`config.mk`:
```
export PLATFORM = sky130hd
export DESIGN_NAME = twi_prom_slave
export DESIGN_NICKNAME = d
export VERILOG_FILES = /design/src/rtl/twi_prom_pkg.sv /design/src/rtl/twi_prom_ctrl.sv /design/src/rtl/twi_prom_dpath.sv /design/src/rtl/twi_prom_slave.sv
export SDC_FILE = /design/constraint.sdc
export NUM_CORES = 2
export LEC_CHECK = 0
export ABC_CLOCK_PERIOD_IN_PS = 5300
export BUFFER_PORTS_ARGS = -buffer_cell sky130_fd_sc_hd__buf_2
export CORE_ASPECT_RATIO = 0.7
export CORE_MARGIN = 2
export CORE_UTILIZATION = 55
export CTS_CLUSTER_DIAMETER = 30
export DETAILED_ROUTE_END_ITERATION = 7
export GPL_TIMING_DRIVEN = 0
export PLACE_DENSITY = 0.75
export SETUP_SLACK_MARGIN = 0.05
export SYNTH_ARGS = -nofsm -noshare
export SYNTH_HDL_FRONTEND = slang
export SYNTH_SLANG_ARGS = --single-unit
export TNS_END_PERCENT = 10
```
`constraint.sdc`:
```
create_clock -name clk -period 5.3 [get_ports clk]
set_input_delay 0 -clock clk [delete_from_list [all_inputs] [get_ports clk]]
set_output_delay 0 -clock clk [all_outputs]
set_load 0.1 [all_outputs]
```
`src/rtl/twi_prom_pkg.sv`:
```
package twi_prom_pkg;
  localparam int ByteW = 8;
  localparam logic [3:0] MemCode  = 4'b1010;
  localparam logic [3:0] LockCode = 4'b0110;

  typedef struct packed {
    logic             startEvt;
    logic             stopEvt;
    logic             loadAddr;
    logic             wrByte;
    logic             rdAdvance;
    logic             setLock;
    logic [ByteW-1:0] data;
  } strobe_t;
endpackage

```
`src/rtl/twi_prom_ctrl.sv`:
```
module twi_prom_ctrl
  import twi_prom_pkg::*;
(
  input  logic             clk,
  input  logic             rstN,
  input  logic [2:0]       strap,
  input  logic             sclIn,
  input  logic             sdaIn,
  input  logic             busy,
  input  logic             locked,
  input  logic [ByteW-1:0] rdData,
  output strobe_t          strb,
  output logic             sdaOe
);
  typedef enum logic [3:0] {
    ST_IDLE, ST_DEV, ST_DEV_ACK, ST_WA, ST_WA_ACK, ST_WD, ST_WD_ACK, ST_TX, ST_TX_ACK
  } state_t;

  state_t state;
  logic [1:0] sclSync, sdaSync;
  logic sclPrev, sdaPrev;
  logic [ByteW-1:0] shiftReg;
  logic [3:0] bitCnt;
  logic readMode, lockMode, lockArm, masterAck;

  logic sclRise, sclFall, startDet, stopDet, memHit, lockHit;
  assign sclRise  = sclSync[1] & ~sclPrev;
  assign sclFall  = ~sclSync[1] & sclPrev;
  assign startDet = sclSync[1] & sclPrev & sdaPrev & ~sdaSync[1];
  assign stopDet  = sclSync[1] & sclPrev & ~sdaPrev & sdaSync[1];
  assign memHit   = shiftReg[7:1] == {MemCode, strap};
  assign lockHit  = shiftReg[7:1] == {LockCode, strap};

  always_ff @(posedge clk or negedge rstN) begin
    if (!rstN) begin
      sclSync <= 2'b11; sdaSync <= 2'b11; sclPrev <= 1'b1; sdaPrev <= 1'b1;
      state <= ST_IDLE; shiftReg <= '0; bitCnt <= '0; sdaOe <= 1'b0;
      readMode <= 1'b0; lockMode <= 1'b0; lockArm <= 1'b0; masterAck <= 1'b0;
      strb <= '0;
    end else begin
      strb <= '0;
      sclSync <= {sclSync[0], sclIn};
      sdaSync <= {sdaSync[0], sdaIn};
      sclPrev <= sclSync[1];
      sdaPrev <= sdaSync[1];
      if (startDet) begin
        state <= ST_DEV; bitCnt <= '0; sdaOe <= 1'b0; lockArm <= 1'b0;
        strb.startEvt <= 1'b1;
      end else if (stopDet) begin
        state <= ST_IDLE; sdaOe <= 1'b0; lockArm <= 1'b0;
        strb.stopEvt <= 1'b1;
        strb.setLock <= lockArm;
      end else begin
        case (state)
          ST_DEV, ST_WA, ST_WD: begin
            if (sclRise && bitCnt < 4'd8) begin
              shiftReg <= {shiftReg[6:0], sdaSync[1]};
              bitCnt   <= bitCnt + 4'd1;
            end else if (sclFall && bitCnt == 4'd8) begin
              bitCnt <= '0;
              if (state == ST_DEV) begin
                if (!busy && memHit) begin
                  sdaOe <= 1'b1; state <= ST_DEV_ACK;
                  readMode <= shiftReg[0]; lockMode <= 1'b0;
                end else if (!busy && lockHit && !shiftReg[0] && !locked) begin
                  sdaOe <= 1'b1; state <= ST_DEV_ACK;
                  readMode <= 1'b0; lockMode <= 1'b1; lockArm <= 1'b1;
                end else begin
                  state <= ST_IDLE;
                end
              end else begin
                sdaOe <= 1'b1;
                state <= (state == ST_WA) ? ST_WA_ACK : ST_WD_ACK;
                strb.data <= shiftReg;
                if (!lockMode) begin
                  strb.loadAddr <= (state == ST_WA);
                  strb.wrByte   <= (state == ST_WD);
                end
              end
            end
          end
          ST_DEV_ACK: if (sclFall) begin
            if (readMode) begin
              shiftReg <= rdData; sdaOe <= ~rdData[7]; bitCnt <= 4'd1;
              strb.rdAdvance <= 1'b1; state <= ST_TX;
            end else begin
              sdaOe <= 1'b0; bitCnt <= '0; state <= ST_WA;
            end
          end
          ST_WA_ACK, ST_WD_ACK: if (sclFall) begin
            sdaOe <= 1'b0; bitCnt <= '0; state <= ST_WD;
          end
          ST_TX: if (sclFall) begin
            if (bitCnt < 4'd8) begin
              shiftReg <= {shiftReg[6:0], 1'b0};
              sdaOe    <= ~shiftReg[6];
              bitCnt   <= bitCnt + 4'd1;
            end else begin
              sdaOe <= 1'b0; masterAck <= 1'b0; state <= ST_TX_ACK;
            end
          end
          ST_TX_ACK: begin
            if (sclRise) masterAck <= ~sdaSync[1];
            else if (sclFall) begin
              if (masterAck) begin
                shiftReg <= rdData; sdaOe <= ~rdData[7]; bitCnt <= 4'd1;
                strb.rdAdvance <= 1'b1; state <= ST_TX;
              end else begin
                state <= ST_IDLE;
              end
            end
          end
          default: ;
        endcase
      end
    end
  end

  // no address acknowledge while the write cycle runs
  assert_busy_nack_R8: assert property (@(posedge clk) disable iff (!rstN)
    (state == ST_DEV_ACK) |-> !busy);

  // the line is pulled only in acknowledge or transmit bits
  assert_drive_window_R10: assert property (@(posedge clk) disable iff (!rstN)
    sdaOe |-> (state inside {ST_DEV_ACK, ST_WA_ACK, ST_WD_ACK, ST_TX}));
endmodule

```
`src/rtl/twi_prom_dpath.sv`:
```
module twi_prom_dpath
  import twi_prom_pkg::*;
#(
  parameter int AddrWidth   = 8,
  parameter int PageWidth   = 4,
  parameter int WriteCycles = 2000
) (
  input  logic             clk,
  input  logic             rstN,
  input  strobe_t          strb,
  input  logic             wpPin,
  output logic             busy,
  output logic             locked,
  output logic [ByteW-1:0] rdData
);
  localparam int Depth    = 1 << AddrWidth;
  localparam int PageSize = 1 << PageWidth;
  localparam int CntWidth = $clog2(WriteCycles + 1);

  logic [ByteW-1:0]     mem [Depth];
  logic [ByteW-1:0]     pendData [PageSize];
  logic [PageSize-1:0]  pendValid;
  logic                 pendAny;
  logic [AddrWidth-1:0] wordAddr;
  logic [CntWidth-1:0]  busyCnt;
  logic                 blocked;

  assign rdData  = mem[wordAddr];
  // lower half is the top address bit clear
  assign blocked = wpPin | (locked & ~wordAddr[AddrWidth-1]);

  always_ff @(posedge clk or negedge rstN) begin
    if (!rstN) begin
      for (int i = 0; i < Depth; i++) mem[i] <= '1;
      for (int i = 0; i < PageSize; i++) pendData[i] <= '0;
      pendValid <= '0; pendAny <= 1'b0; wordAddr <= '0;
      busy <= 1'b0; busyCnt <= '0; locked <= 1'b0;
    end else begin
      if (strb.setLock) locked <= 1'b1;
      if (busy) begin
        if (busyCnt == '0) begin
          busy <= 1'b0;
          for (int i = 0; i < PageSize; i++)
            if (pendValid[i])
              mem[{wordAddr[AddrWidth-1:PageWidth], PageWidth'(i)}] <= pendData[i];
          pendValid <= '0;
        end else begin
          busyCnt <= busyCnt - 1'b1;
        end
      end else if (strb.startEvt) begin
        pendValid <= '0; pendAny <= 1'b0;
      end else if (strb.stopEvt) begin
        if (pendAny) begin
          busy <= 1'b1; busyCnt <= CntWidth'(WriteCycles - 1); pendAny <= 1'b0;
        end
      end else if (strb.loadAddr) begin
        wordAddr <= strb.data[AddrWidth-1:0];
      end else if (strb.wrByte) begin
        pendData[wordAddr[PageWidth-1:0]]  <= strb.data;
        pendValid[wordAddr[PageWidth-1:0]] <= ~blocked;
        pendAny <= 1'b1;
        wordAddr[PageWidth-1:0] <= wordAddr[PageWidth-1:0] + 1'b1;
      end else if (strb.rdAdvance) begin
        wordAddr <= wordAddr + 1'b1;
      end
    end
  end

  // the software lock never clears without reset
  assert_lock_sticky_R7: assert property (@(posedge clk) disable iff (!rstN)
    locked |=> locked);

  // a byte taken with the pin high adds no valid pending slot
  assert_wp_discard_R6: assert property (@(posedge clk) disable iff (!rstN)
    (strb.wrByte && wpPin && !busy) |=> $countones(pendValid) <= $past($countones(pendValid)));

  // page bits hold across data bytes
  assert_page_wrap_R4: assert property (@(posedge clk) disable iff (!rstN)
    strb.wrByte |=> wordAddr[AddrWidth-1:PageWidth] == $past(wordAddr[AddrWidth-1:PageWidth]));

  // the write cycle opens only after a stop
  assert_busy_from_stop_R8: assert property (@(posedge clk) disable iff (!rstN)
    $rose(busy) |-> $past(strb.stopEvt));
endmodule

```
`src/rtl/twi_prom_slave.sv`:
```
module twi_prom_slave
  import twi_prom_pkg::*;
#(
  parameter int AddrWidth   = 8,
  parameter int PageWidth   = 4,
  parameter int WriteCycles = 2000
) (
  input  logic       clk,
  input  logic       rstN,
  input  logic [2:0] strap,
  input  logic       wpPin,
  input  logic       sclIn,
  input  logic       sdaIn,
  output logic       sdaOe,
  output logic       sdaOut
);
  strobe_t strb;
  logic busy, locked;
  logic [ByteW-1:0] rdData;

  assign sdaOut = 1'b0;

  twi_prom_ctrl uCtrl (
    .clk(clk), .rstN(rstN), .strap(strap), .sclIn(sclIn), .sdaIn(sdaIn),
    .busy(busy), .locked(locked), .rdData(rdData), .strb(strb), .sdaOe(sdaOe)
  );

  twi_prom_dpath #(
    .AddrWidth(AddrWidth), .PageWidth(PageWidth), .WriteCycles(WriteCycles)
  ) uDpath (
    .clk(clk), .rstN(rstN), .strb(strb), .wpPin(wpPin),
    .busy(busy), .locked(locked), .rdData(rdData)
  );
endmodule

```
==> out/qor.yml <==
ant_nets: 0
dp_worst_setup_slack_ps: -1320
synth_nets: 6328
routabilityCongestion: 1.13
cp-end-kind: "register"
rsz0062_at_grt: "true"
rows: 133
fin_skew_ps: 75.8
crit_required_ps: 6080
path_cells: "clkbuf_1 > clkbuf_1 > clkbuf_2 > mux4_2 > a22oi_1 > nand3_1 > nand4_1 > o211a_1 > o41ai_1 > o32a_1"
synthCells: 6313
vias_per_cell: 7.19
area_growth_pct: 16.5
hold_viol: 0
pin_count: 10
cts_tree: "yes"
post_cts_buffers: 0
cts_root_buffer: "clkbuf_16"
r2r-start: "uDpath.wordAddr[1]"
min_path_type: "in -> async"
critPathLaunch: "uDpath.wordAddr[1]"
final_nets: 6736
grt_max_degree: 187
reg2reg_depth: 10
ir_drop_uv: 367
hpwl_um: 313000
crit_path_max_fanout: 10
vias: 68500
drt_iter0_drc: 10400
ff2ff_setup_slack_ps: -370
ys_ff_latch: 2255
drive_gt1_frac: 0.784
grtUsageTotal: 0.450
syn_area_per_cell_um2: 16.4
ys.flop_type: "dfstp_2"
dieArea_mm2: 0.192
dp_cells: 8851
worst-setup-path-type: "reg -> reg"
final_core_util: 0.643
arrival_ps: 6450
crit_top_cell: "clkbuf_1"
period_needed_ps: 5670
final_area_mm2: 0.121
antenna_found_initial: 64
outcome: "complete, but fails checks"
h-tree-depth: 5
cts.sinks: 2255
power.density_mw_per_mm2: 425
synth_edf_count: 0
clkLatencyLatePin_ps: 920
maxCapViolCount: 6
drt_pass1_iterations: 8
wl_per_cell_um: 45.4
tns_ps: -3940
failed_checks: "max-capacitance violations, max-slew violations, negative setup slack"
finalSetupViolations: 37
async_flop_share: 1.00
drv_slew: 50
die_w_um: 523
clkSlewWorstSetupHoldPaths_ps: 50
fp.dieH_um: 367
fmax_ghz: 0.176
synth_area_mm2: 0.104
cp-start-kind: "register"
layout.cells.non_filler: 9536
grt_pass1_wl_um: 578000
core-area_mm2: 0.188
routed_wl_um: 433000
ys_seq_area_frac: 0.570
r2r_end: "uCtrl.shiftReg[0]"
slowest_delay_ps: 1230
cts_made_buffers: 361
fin_crit_sh: 1.07
clk_path_buf_depth: 4
fillers: 13000
setup_ws_ps: -370
cp_slowest_cell: "clkbuf_1"
drcViolationCount: 0
worstMarginPinSlew_ps: 1660
p_leak_nw: 49.1
grt.overflow.total: 0
post_dp_cell_area_mm2: 0.108
ys_types: 69
slew_headroom: -0.105
start_util: 0.552
worstSetupEndpoint: "uCtrl.shiftReg[0]"
port_buffers: 8
grt_pass1_vias: 66400
ys.warnings.count: 0
==> sequential cells by signal (all words and copies together) (netlist names), 4 cells and up <==
| register | flops |
|---|---|
| uDpath.pendData | 128 |
| uDpath.wordAddr | 8 |
| uCtrl.state | 4 |
| uDpath.pendValid | 16 |
| uCtrl.shiftReg | 8 |
| uDpath.mem | 2048 |
| uCtrl.strb | 14 |
| uDpath.busyCnt | 11 |
| uCtrl.bitCnt | 4 |
==> routing by layer <==
layer	up-vias	track usage	wire, um
li1	24800	-	-
met1	37100	0.574	159000
met2	5383	0.565	166000
met3	1224	0.330	85000
met4	58	0.198	22600
met5	-	0.00400	593
==> per-stage QoR <==
step	hold slack (ps)	power, mW
after global placement	144	25.7
after floorplan	-296	21.1
after CTS	53.2	50.5
after detailed placement	144	26.1
final	38.2	51.3
after global routing	114	51.8
==> how the worst min path moves through the flow <==
stage	to	slack, ps
2_1_floorplan	uCtrl.bitCnt[0]	-300
3_3_place_gp	uCtrl.sdaSync[0]	140
3_5_place_dp	uCtrl.sdaSync[0]	140
4_1_cts	uDpath.mem[1060]	50
5_1_grt	uDpath.mem[1138]	110
6_report	uDpath.mem[1126]	40
==> cell families (layout without fill, tap and decap cells) <==
kind of cell / after synthesis / count (layout) / synth area share
xor+xnor: 11 / 11 / 0.000930
mux: 2826 / 2826 / 0.371
simple gates: 556 / 556 / 0.0254
compound gates: 266 / 266 / 0.0174
fa+ha+maj: 7 / 7 / 0.000845
flops: 2255 / 2255 / 0.570
other cells: 1 / 22 / 0.0000362
buf+inv: 391 / 1096 / 0.0151
==> report_power, final <==
group	total (mW)	leakage [nW]	switching [mW]	internal, mW
sequential	17.5	23.9	0.114	17.4
combinational	9.05	19.2	6.89	2.17
clock	24.7	6.03	9.36	15.3
total	51.3	49.1	16.4	34.9
==> final cells by class <==
cell class | count | area [um^2] | share of cell area
clock buffers | 430 | 9590 | 0.0795
flip-flops and latches | 2255 | 59000 | 0.489
repair buffers | 50 | 893 | 0.00740
multi-input cells | 3667 | 43200 | 0.358
clock inverters | 230 | 3040 | 0.0252
inverters | 12 | 45.0 | 0.000373
diodes | 21 | 52.6 | 0.000436
plain buffers | 374 | 1730 | 0.0143
well taps | 2497 | 3120 | 0.0259
==> what timing repair did <==
action,4_1_cts,5_1_grt
setup endpoints to repair,57,36
pin swaps,1,0
hold buffers,8,0
hold endpoints to repair,107,0
gates cloned,0,0
resized for setup,53,44
==> critical path, delay by kind of cell (launching register included) <==
kind	cells	cell delay [ps]
AO/OA/AOI/OAI	4	1660
buffers and inverters	3	2510
flip-flops	1	380
multiplexers	1	460
AND/OR/NAND/NOR	2	540
==> cells in the final DEF (no fill, tap or decap), types with 10 or more instances in the layout <==
master and count:
dfrtp_1 201, mux4_2 591, buf_2 37, bufinv_16 44, nand2_2 65, nor3_1 27
clkbuf_16 362, diode_2 21, dfstp_2 2054, nor2_2 16, nor2_1 55, buf_16 14
clkinv_2 26, nand2_1 273, inv_6 53, mux2_1 218, clkinv_4 41, clkinvlp_4 46
a21oi_1 51, o21ai_0 42, inv_1 11, clkbuf_8 28, nand3_1 32, a22o_1 12
o221ai_1 13, a22oi_1 61, and2_1 13, buf_1 26, nand2b_1 14, buf_12 17
clkbuf_2 40, nor2b_1 20, clkbuf_4 10, mux2i_1 56, a31oi_1 19, mux2_2 1961
buf_4 38, clkbuf_1 263
==> Yosys cell counts (15+ instances only) <==
| cell type | n | area (um^2) |
|---|---|---|
| buf_1 | 56 | 210 |
| dfstp_2 | 2054 | 54000 |
| mux4_2 | 591 | 13300 |
| buf_4 | 15 | 113 |
| nand3_1 | 36 | 180 |
| nor3_1 | 27 | 135 |
| buf_2 | 35 | 175 |
| nand2_2 | 65 | 407 |
| mux2_1 | 218 | 2450 |
| dfrtp_1 | 201 | 5030 |
| a31oi_1 | 19 | 119 |
| nor2_2 | 15 | 93.8 |
| nand2_1 | 273 | 1020 |
| clkbuf_1 | 273 | 1020 |
| nor2b_1 | 20 | 125 |
| a21oi_1 | 51 | 255 |
| a22oi_1 | 69 | 518 |
| o21ai_0 | 42 | 210 |
| mux2_2 | 1961 | 22100 |
| nor2_1 | 56 | 210 |
| mux2i_1 | 56 | 561 |
Note: power is estimated with default switching activity, not from simulation.
